<file path="config.mk">
export PLATFORM = sky130hd
export DESIGN_NAME = lcd_scan_seq
export DESIGN_NICKNAME = d
export VERILOG_FILES = /design/src/rtl/lcd_seq_pkg.sv /design/src/rtl/lcd_dot_timer.sv /design/src/rtl/lcd_mode_fsm.sv /design/src/rtl/lcd_line_ctr.sv /design/src/rtl/lcd_irq_gen.sv /design/src/rtl/lcd_scan_seq.sv
export SDC_FILE = /design/constraint.sdc
export NUM_CORES = 1
export LEC_CHECK = 0
export ABC_CLOCK_PERIOD_IN_PS = 3100
export BUFFER_PORTS_ARGS = -buffer_cell sky130_fd_sc_hd__clkbuf_2
export CAP_MARGIN = 5
export CORE_MARGIN = 5
export CORE_UTILIZATION = 40
export DETAILED_ROUTE_END_ITERATION = 7
export GPL_TIMING_DRIVEN = 0
export PLACE_DENSITY = 0.72
export RECOVER_POWER = 100
export SLEW_MARGIN = 0
export SYNTH_ARGS = -nofsm -noshare
export SYNTH_HDL_FRONTEND = slang
export SYNTH_SLANG_ARGS = --single-unit
</file>
<file path="constraint.sdc">
create_clock -name clk -period 3.1 [get_ports clk]
set_input_delay 0.155 -clock clk [delete_from_list [all_inputs] [get_ports clk]]
set_output_delay 0.155 -clock clk [all_outputs]
set_load 0.1 [all_outputs]
</file>
<file path="src/rtl/lcd_seq_pkg.sv">
`timescale 1ns/1ps
package lcd_seq_pkg;

  typedef enum logic [1:0] {
    MODE_HBL  = 2'd0,
    MODE_VBL  = 2'd1,
    MODE_OAM  = 2'd2,
    MODE_XFER = 2'd3
  } lcd_mode_e;

  // status byte bit positions of the interrupt enables
  localparam int STAT_HBL_BIT = 3;
  localparam int STAT_VBL_BIT = 4;
  localparam int STAT_OAM_BIT = 5;

  typedef struct packed {
    logic oam;
    logic vbl;
    logic hbl;
  } stat_en_t;

  typedef struct packed {
    logic enter_oam;
    logic enter_hbl;
    logic enter_vbl;
    logic hbl_end;
    logic line_step;
    logic frame_wrap;
  } seq_ev_t;

  // number of enabled dots a phase occupies
  function automatic int phase_dots(lcd_mode_e m, int oam_d, int xfer_d,
                                    int hbl_d, int line_d);
    case (m)
      MODE_OAM:  return oam_d;
      MODE_XFER: return xfer_d;
      MODE_HBL:  return hbl_d;
      default:   return line_d;
    endcase
  endfunction

  // phase that follows the last dot of phase m
  function automatic lcd_mode_e phase_after(lcd_mode_e m, logic last_vis,
                                            logic last_frame);
    case (m)
      MODE_OAM:  return MODE_XFER;
      MODE_XFER: return MODE_HBL;
      MODE_HBL:  return last_vis ? MODE_VBL : MODE_OAM;
      default:   return last_frame ? MODE_OAM : MODE_VBL;
    endcase
  endfunction

  // LCD-status request for an entry event under a given enable set
  function automatic logic stat_request(stat_en_t en, logic e_oam,
                                        logic e_hbl, logic e_vbl);
    return (e_oam & en.oam) | (e_hbl & en.hbl) | (e_vbl & en.vbl);
  endfunction

endpackage

</file>
<file path="src/rtl/lcd_dot_timer.sv">
`timescale 1ns/1ps
module lcd_dot_timer #(
  parameter int CNT_W = 9
) (
  input  logic             clk,
  input  logic             rst_n,
  input  logic             dot_en,
  input  logic [CNT_W-1:0] limit,
  output logic             last_dot
);

  logic [CNT_W-1:0] cnt_q;
  logic             at_end;

  assign at_end   = (cnt_q == limit - CNT_W'(1));
  assign last_dot = dot_en & at_end;

  always_ff @(posedge clk) begin
    if (!rst_n) begin
      cnt_q <= '0;
    end else if (dot_en) begin
      if (at_end) cnt_q <= '0;
      else        cnt_q <= cnt_q + CNT_W'(1);
    end
  end


  dot_in_range_chk: assert property (@(posedge clk) disable iff (!rst_n)
    cnt_q < limit);

endmodule

</file>
<file path="src/rtl/lcd_mode_fsm.sv">
`timescale 1ns/1ps
module lcd_mode_fsm
  import lcd_seq_pkg::*;
#(
  parameter int LINE_W      = 8,
  parameter int VIS_LINES   = 144,
  parameter int TOTAL_LINES = 154
) (
  input  logic              clk,
  input  logic              rst_n,
  input  logic              dot_en,
  input  logic              last_dot,
  input  logic [LINE_W-1:0] line,
  output lcd_mode_e         mode,
  output seq_ev_t           ev
);

  lcd_mode_e mode_q, mode_d;
  logic      last_vis, last_frame;

  assign last_vis   = (line >= LINE_W'(VIS_LINES - 1));
  assign last_frame = (line == LINE_W'(TOTAL_LINES - 1));

  always_comb begin
    mode_d = mode_q;
    if (last_dot) mode_d = phase_after(mode_q, last_vis, last_frame);
  end

  always_comb begin
    ev            = '0;
    ev.enter_oam  = (mode_d == MODE_OAM) && (mode_q != MODE_OAM);
    ev.enter_hbl  = (mode_d == MODE_HBL) && (mode_q != MODE_HBL);
    ev.enter_vbl  = (mode_d == MODE_VBL) && (mode_q != MODE_VBL);
    ev.hbl_end    = last_dot && (mode_q == MODE_HBL);
    ev.frame_wrap = last_dot && (mode_q == MODE_VBL) && last_frame;
    ev.line_step  = ev.hbl_end ||
                    (last_dot && (mode_q == MODE_VBL) && !last_frame);
  end

  always_ff @(posedge clk) begin
    if (!rst_n) mode_q <= MODE_OAM;
    else        mode_q <= mode_d;
  end

  assign mode = mode_q;


  freeze_mode_chk: assert property (@(posedge clk) disable iff (!rst_n)
    !dot_en |=> $stable(mode_q));


  oam_to_xfer_chk: assert property (@(posedge clk) disable iff (!rst_n)
    (mode_q == MODE_OAM && last_dot) |=> mode_q == MODE_XFER);


  xfer_to_hbl_chk: assert property (@(posedge clk) disable iff (!rst_n)
    (mode_q == MODE_XFER && last_dot) |=> mode_q == MODE_HBL);

endmodule

</file>
<file path="src/rtl/lcd_line_ctr.sv">
`timescale 1ns/1ps
module lcd_line_ctr #(
  parameter int LINE_W = 8
) (
  input  logic              clk,
  input  logic              rst_n,
  input  logic              clr,
  input  logic              step,
  input  logic              wrap,
  input  logic              draw_req,
  output logic [LINE_W-1:0] line,
  output logic              draw
);

  logic [LINE_W-1:0] line_q;
  logic              draw_q;

  always_ff @(posedge clk) begin
    if (!rst_n) begin
      line_q <= '0;
      draw_q <= 1'b0;
    end else begin
      draw_q <= draw_req;
      if (clr || wrap) line_q <= '0;
      else if (step)   line_q <= line_q + LINE_W'(1);
    end
  end

  assign line = line_q;
  assign draw = draw_q;

endmodule

</file>
<file path="src/rtl/lcd_irq_gen.sv">
`timescale 1ns/1ps
module lcd_irq_gen
  import lcd_seq_pkg::*;
#(
  parameter int STAT_W = 8
) (
  input  logic              clk,
  input  logic              rst_n,
  input  logic              stat_wr,
  input  logic [STAT_W-1:0] stat_wdata,
  input  logic              enter_oam,
  input  logic              enter_hbl,
  input  logic              enter_vbl,
  output logic              irq_stat,
  output logic              irq_vblank
);

  stat_en_t en_q;
  logic     stat_q, vbl_q;

  always_ff @(posedge clk) begin
    if (!rst_n) begin
      en_q   <= '0;
      stat_q <= 1'b0;
      vbl_q  <= 1'b0;
    end else begin
      stat_q <= stat_request(en_q, enter_oam, enter_hbl, enter_vbl);
      vbl_q  <= enter_vbl;
      if (stat_wr) begin
        en_q.oam <= stat_wdata[STAT_OAM_BIT];
        en_q.vbl <= stat_wdata[STAT_VBL_BIT];
        en_q.hbl <= stat_wdata[STAT_HBL_BIT];
      end
    end
  end

  assign irq_stat   = stat_q;
  assign irq_vblank = vbl_q;


  one_entry_chk: assert property (@(posedge clk) disable iff (!rst_n)
    $onehot0({enter_oam, enter_hbl, enter_vbl}));

endmodule

</file>
<file path="src/rtl/lcd_scan_seq.sv">
`timescale 1ns/1ps
module lcd_scan_seq
  import lcd_seq_pkg::*;
#(
  parameter int OAM_DOTS  = 80,
  parameter int XFER_DOTS = 172,
  parameter int HBL_DOTS  = 204,
  parameter int VIS_LINES = 144,
  parameter int VBL_LINES = 10,
  parameter int LINE_W    = 8,
  parameter int STAT_W    = 8
) (
  input  logic              clk,
  input  logic              rst_n,
  input  logic              dot_en,
  input  logic              stat_wr,
  input  logic [STAT_W-1:0] stat_wdata,
  input  logic              line_wr,
  output logic [1:0]        mode,
  output logic [LINE_W-1:0] line,
  output logic              draw_line,
  output logic              irq_stat,
  output logic              irq_vblank
);

  localparam int LINE_DOTS   = OAM_DOTS + XFER_DOTS + HBL_DOTS;
  localparam int TOTAL_LINES = VIS_LINES + VBL_LINES;
  localparam int CNT_W       = $clog2(LINE_DOTS + 1);

  lcd_mode_e        cur_mode;
  seq_ev_t          ev;
  logic [CNT_W-1:0] limit;
  logic             last_dot;
  logic [LINE_W-1:0] line_w;

  assign limit = CNT_W'(phase_dots(cur_mode, OAM_DOTS, XFER_DOTS,
                                   HBL_DOTS, LINE_DOTS));

  lcd_dot_timer #(.CNT_W(CNT_W)) u_timer (
    .clk      (clk),
    .rst_n    (rst_n),
    .dot_en   (dot_en),
    .limit    (limit),
    .last_dot (last_dot)
  );

  lcd_mode_fsm #(
    .LINE_W      (LINE_W),
    .VIS_LINES   (VIS_LINES),
    .TOTAL_LINES (TOTAL_LINES)
  ) u_fsm (
    .clk      (clk),
    .rst_n    (rst_n),
    .dot_en   (dot_en),
    .last_dot (last_dot),
    .line     (line_w),
    .mode     (cur_mode),
    .ev       (ev)
  );

  lcd_line_ctr #(.LINE_W(LINE_W)) u_line (
    .clk      (clk),
    .rst_n    (rst_n),
    .clr      (line_wr),
    .step     (ev.line_step),
    .wrap     (ev.frame_wrap),
    .draw_req (ev.hbl_end),
    .line     (line_w),
    .draw     (draw_line)
  );

  lcd_irq_gen #(.STAT_W(STAT_W)) u_irq (
    .clk        (clk),
    .rst_n      (rst_n),
    .stat_wr    (stat_wr),
    .stat_wdata (stat_wdata),
    .enter_oam  (ev.enter_oam),
    .enter_hbl  (ev.enter_hbl),
    .enter_vbl  (ev.enter_vbl),
    .irq_stat   (irq_stat),
    .irq_vblank (irq_vblank)
  );

  assign mode = cur_mode;
  assign line = line_w;


  draw_after_hbl_chk: assert property (@(posedge clk) disable iff (!rst_n)
    draw_line |-> ($past(mode) == MODE_HBL) && (mode != MODE_HBL));


  vblank_entry_chk: assert property (@(posedge clk) disable iff (!rst_n)
    irq_vblank |-> (mode == MODE_VBL) && ($past(mode) != MODE_VBL));


  stat_on_entry_chk: assert property (@(posedge clk) disable iff (!rst_n)
    irq_stat |-> (mode != $past(mode)));


  line_clear_chk: assert property (@(posedge clk) disable iff (!rst_n)
    line_wr |=> line == '0);


  frame_wrap_chk: assert property (@(posedge clk) disable iff (!rst_n)
    ($past(mode) == MODE_VBL && mode == MODE_OAM) |-> line == '0);


  freeze_line_chk: assert property (@(posedge clk) disable iff (!rst_n)
    (!dot_en && !line_wr) |=> $stable(line) && !draw_line && !irq_vblank);

endmodule

</file>
; ---- Word level (Yosys, flattened, before mapping)
; Cells that the tools add are included.
[word_totals]
regBits = 25
in_bits = 13
out_inout_bits = 13
elab_cells = 49
[op_classes]
addsub = 3
n_lt_le_gt_ge = 1
n_eq_ne = 9
mux = 6
bitwise = 7
reduce_logical = 14
[op_table]
columns = op, n
row1 = case mux 9 bit (3 select lines), 1
row2 = adder 9 x 1 -> 9 bit (second input constant), 1
row3 = == test 9 bit, 1
row4 = two-way mux 9 bit, 1
row5 = subtractor 9 x 1 -> 9 bit (second input constant), 1
row6 = adder 8 x 1 -> 8 bit (second input constant), 1
row7 = == test 8 bit (second input constant), 1
row8 = >= comparator 8 bit (second input constant), 1
row9 = logical AND 1 bit, 7
row10 = == test 2 bit (second input constant), 3
row11 = two-way mux 2 bit, 3
row12 = case mux 2 bit (3 select lines), 1
row13 = bitwise AND 1 bit, 4
row14 = == test 2 x 1 -> 1 bit (second input constant), 2
row15 = logical NOT 2 bit, 2
row16 = logical OR 1 bit, 2
row17 = != test 2 x 1 -> 1 bit (second input constant), 1
row18 = != test 2 bit (second input constant), 1
row19 = OR 1 bit, 2
row20 = nonzero test 2 bit, 1
row21 = OR reduction 2 bit, 1
row22 = logical NOT 1 bit, 1
row23 = inverter 1 bit, 1

; ---- Longest topological paths before layout
[logic_depth]
ltp_word = 11
depth_mapped = 9
depth_no_buf = 8

; ---- Hierarchy
; From an unflattened synthesis, not the netlist that was laid out.
[hier_totals]
hier_cells = 196
hier_area_um2 = 1672.9
[by_module_without_submodules]
columns = module, n_inst, cells_per_inst, area_each_um2, seq_area_each_um2
row1 = lcd_dot_timer, 1, 103, 830.8, 180.2
row2 = lcd_line_ctr, 1, 40, 369.1, 180.2
row3 = lcd_mode_fsm, 1, 29, 220.2, 40.0
row4 = lcd_irq_gen, 1, 14, 171.4, 100.1
row5 = lcd_scan_seq, 1, 10, 81.3, 0.0

; ---- Worst setup path after synthesis
; No wires, ideal clock.
[synth_path]
kind = register to register
from = register u_fsm.mode_q[1], in the netlist u_fsm.mode[1]
to = register u_line.line_q[4], in the netlist u_line.line[4]
setup_time_ns = 0.069
arrival_ns = 2.798
required_time_ns = 3.031
path_slack_ns = 0.233
path_stages_with_launch = 9
path_buffers = 1
period_less_slack_ns = 2.867
path_cell_list = dfxtp_1 > inv_1 > ha_1 > xor2_1 > nor3_1 > o2111ai_1 > buf_6 > or3_1 > a21oi_2
[synth_via]
elab_chain_cells = 9
word_cells_on_any_way = 15
classes_between = add/sub (1) / eq/ne (4) / mux (1) / bitwise (1) / reduce/logical (8)
[synth_lines]
columns = item, line
row1 = "start, declared", lcd_mode_fsm.sv:18  ; lcd_mode_e mode_q, mode_d;
row2 = "start signal, assigned", lcd_mode_fsm.sv:42  ; else mode_q <= mode_d;
row3 = == test 2 bit / logical NOT 2 bit (equally long branches), "lcd_seq_pkg.sv:34, lcd_mode_fsm.sv:34"
row4 = case mux 9 bit (3 select lines), lcd_seq_pkg.sv:34  ; case (m)
row5 = subtractor 9 x 1 -> 9 bit, lcd_dot_timer.sv:15  ; assign at_end = (cnt_q == limit - CNT_W'(1));
row6 = == test 9 bit, lcd_dot_timer.sv:15
row7 = bitwise AND 1 bit, lcd_dot_timer.sv:16  ; assign last_dot = dot_en & at_end;
row8 = logical AND 1 bit, "lcd_mode_fsm.sv:35, lcd_mode_fsm.sv:37"
row9 = logical AND 1 bit, lcd_mode_fsm.sv:35  ; ev.frame_wrap = last_dot && (mode_q == MODE_VBL) && last_frame;
row10 = logical OR 1 bit, lcd_line_ctr.sv:24  ; if (clr || wrap) line_q <= '0;
row11 = OR reduction 2 bit (no source line), -
row12 = "end signal, assigned", lcd_line_ctr.sv:25  ; else if (step) line_q <= line_q + LINE_W'(1);
row13 = "end, declared", lcd_line_ctr.sv:15  ; logic [LINE_W-1:0] line_q;
; Several ways; a longest one is shown, not always the timed one.
; A chain may end at the register's enable or synchronous reset.

; ---- Worst setup path in the final report
[layout_path]
from = register u_fsm.mode_q[0], in the netlist u_fsm.mode[0]
to = register u_line.line_q[5], in the netlist u_line.line[5]
; Same word-level chain as after synthesis.

==> flow_metrics.tcl <==
set metrics [dict create \
    firstDrtPassIters 4 \
    fin_area_sq_um 1510 \
    tritoncts.num_buffers 3 \
    placed_cell_area_sq_um 1500 \
    cp.arrival_ps 2590 \
    avgViaCountPerCell 4.87 \
    track_usage 0.116 \
    antenna_cells 0 \
    cts_buffer_depth 2 \
    slew_violations 0 \
    avgSynthCellArea_sq_um 9.26 \
    p_per_area_nw_per_um2 337 \
    p_leak_uw 0.000580 \
    wire_per_inst_microns 11.6 \
    vdd_drop_max_mv 0.240 \
    drive_above_1_share 0.107 \
    die_w_microns 68.1 \
    skew_ps 20.8 \
    ant_nets 0 \
    routed_wl_mm 2.49 \
    clockRootBuffer "clkbuf_4" \
    clkSinkCount 25 \
    crit_path_start_kind "flip-flop" \
    syn-num-nets 168 \
    netlist_area_sq_um 1350 \
    power_uw 508 \
    tns_ps 0 \
    grt_pass1_vias 971 \
    hold_class "input pin to flip-flop" \
    synth-seq-cells 25 \
    max_slew.worst_pin.slew_ps 1170 \
    post-dp-hpwl_mm 1.86 \
    hold_violations 0 \
    dp_slack_ps 686 \
    cts_tree "yes" \
    clk_pin_slew_ps 150 \
    routabilityCongestion 0.774 \
    row_count 21 \
    seq_area_frac_synth 0.370 \
    cts_max_level 1 \
    die_area_sq_um 4640 \
    path_class "flip-flop to flip-flop" \
    synth_cells 146 \
    period_needed_ps 2370 \
    status "finished clean" \
    reg2reg_setup_slack_ps 730 \
    clock.fmax_mhz 422 \
    yosysUniqueCellTypes 36 \
    drt-initial-drc-count 39 \
    vias 1047 \
    clk_latency_ps 340 \
    die_height_microns 68.1 \
    min_period_over_period 0.764 \
    antenna_found_initial 0 \
    hold_buffers 0 \
    setup_viol 0 \
    final_nets 192 \
    cts_setup_buffers 0 \
    rsz0062_at_grt "no" \
    post_cts_resized 0 \
    io_buffer_count 19 \
    slew_headroom 0.222 \
    worstPathMaxFanout 8 \
    overflow 0 \
    fin_ws_ps 733 \
    synth_top_area_frac 0.370 \
    area_delta_synth_final_pct 11.7 \
    cap_viol_max_count 0 \
    core_sq_um 3310 \
    required_ps 3320 \
    grt_pass1_wl_mm 4.09 \
    ys_top_cells_by_area "dfxtp_1 37%, ha_1 8.3%, xor2_1 7.1%, xnor2_1 5.8%, nor2_1 5.3%" \
    initial_core_util 0.408 \
    drc 0 \
    yosys.area.top_type "dfxtp_1" \
    fin_util 0.456 \
    synth_warnings 0 \
    io_pins 26 \
    cp-end-kind "flip-flop" \
    grt_max_degree 16 \
]
==> power by group <==
| part | total, uW | internal (uW) | switching, uW |
|---|---|---|---|
| Combinational | 24.4 | 11.6 | 12.8 |
| Clock | 152 | 49.5 | 103 |
| Sequential | 332 | 327 | 4.97 |
| Total | 508 | 388 | 121 |
==> cells in the mapped netlist <==
master	count
o21ai_1	1
a21oi_2	1
nand3_1	5
nand2b_1	1
ha_1	9
inv_1	6
clkbuf_1	1
nor2b_1	6
o21ai_0	2
nand3b_1	1
nand4_1	5
o2111ai_1	1
nand3_2	1
or3_1	2
xnor2_1	9
xor2_1	11
and4b_1	1
a22oi_1	1
and3_1	2
a211oi_1	1
a21oi_1	1
nor3_2	2
mux2i_2	1
dfxtp_1	25
nand2_1	12
nor4_4	2
a32oi_1	1
buf_6	1
mux2i_1	6
nor3_1	3
nor4_1	1
a31oi_1	1
and2b_2	2
o22ai_1	1
nor2_1	19
a21o_1	1
==> metal layers <==
layer | up-vias | part of all wire | GRT usage
li1 | 547 | - | -
met1 | 479 | 0.47 | 0.138
met2 | 17 | 0.47 | 0.195
met3 | 4 | 0.054 | 0.0427
met4 | 0 | 0.0088 | 0.0298
met5 | - | 0 | 0
==> registers in the layout, indices dropped and copies added, names as in the netlist <==
register	cells
u_irq.irq_stat	1
u_irq.irq_vblank	1
u_irq.en_q	3
u_fsm.mode	2
u_line.draw	1
u_line.line	8
u_timer.cnt_q	9
==> critical path: stages (launching register included) <==
cell and delay, ps:
dfxtp_1 470, inv_1 100, ha_1 320, xor2_1 140, nor3_1 320, nand3_1 240
o21ai_1 570, nor2_1 110
==> worst paths after layout <==
path / startpoint / to / depth (start not counted)
worst max-delay path: u_fsm.mode[0] / u_line.line[5] / 7
worst min-delay path: stat_wdata[3] / u_irq.en_q[0] / 3
worst max register to register: u_fsm.mode[0] / u_line.line[5] / 7
worst min register to register: u_irq.en_q[1] / u_irq.irq_stat / 2
==> layout make-up <==
type                       instances  area (sq um)
sequential                        25           500
timing repair buffer              19          78.8
inverter                           6          22.5
multi-input combinational        113           805
clock inverter                     1          7.51
fill                             341          1800
clock buffer                       3          22.5
buffer                             2          15.0
tap                               46          57.6
==> logic make-up after synthesis <==
kind of cell | Yosys count | share of synthesized area
buf+inv | 8 | 0.0278
fa+ha+maj | 9 | 0.0833
xor+xnor | 20 | 0.130
flops | 25 | 0.370
compound gates | 12 | 0.0602
mux | 7 | 0.0546
simple gates | 65 | 0.274
==> placed cells by master, fill, tap and decap left out, drive strengths merged, types with 2 or more instances in the layout <==
| cell | instances |
|---|---|
| nor4 | 3 |
| xnor2 | 9 |
| mux2i | 7 |
| a21oi | 2 |
| nand3 | 6 |
| o21ai | 3 |
| nand2 | 12 |
| and2b | 2 |
| inv | 6 |
| ha | 9 |
| nor3 | 5 |
| nor2b | 6 |
| nor2 | 19 |
| dfxtp | 25 |
| clkbuf | 23 |
| nand4 | 5 |
| or3 | 2 |
| xor2 | 11 |
| and3 | 2 |
==> metrics by stage <==
stage / instances / hold WS (ps)
global route: 215 / 56.1
finish: 215 / 64.7
floorplan: 146 / 303
global placement: 211 / 420
detailed placement: 211 / 424
CTS: 215 / 61.0
No activity file was read; power rests on OpenSTA's default activity.
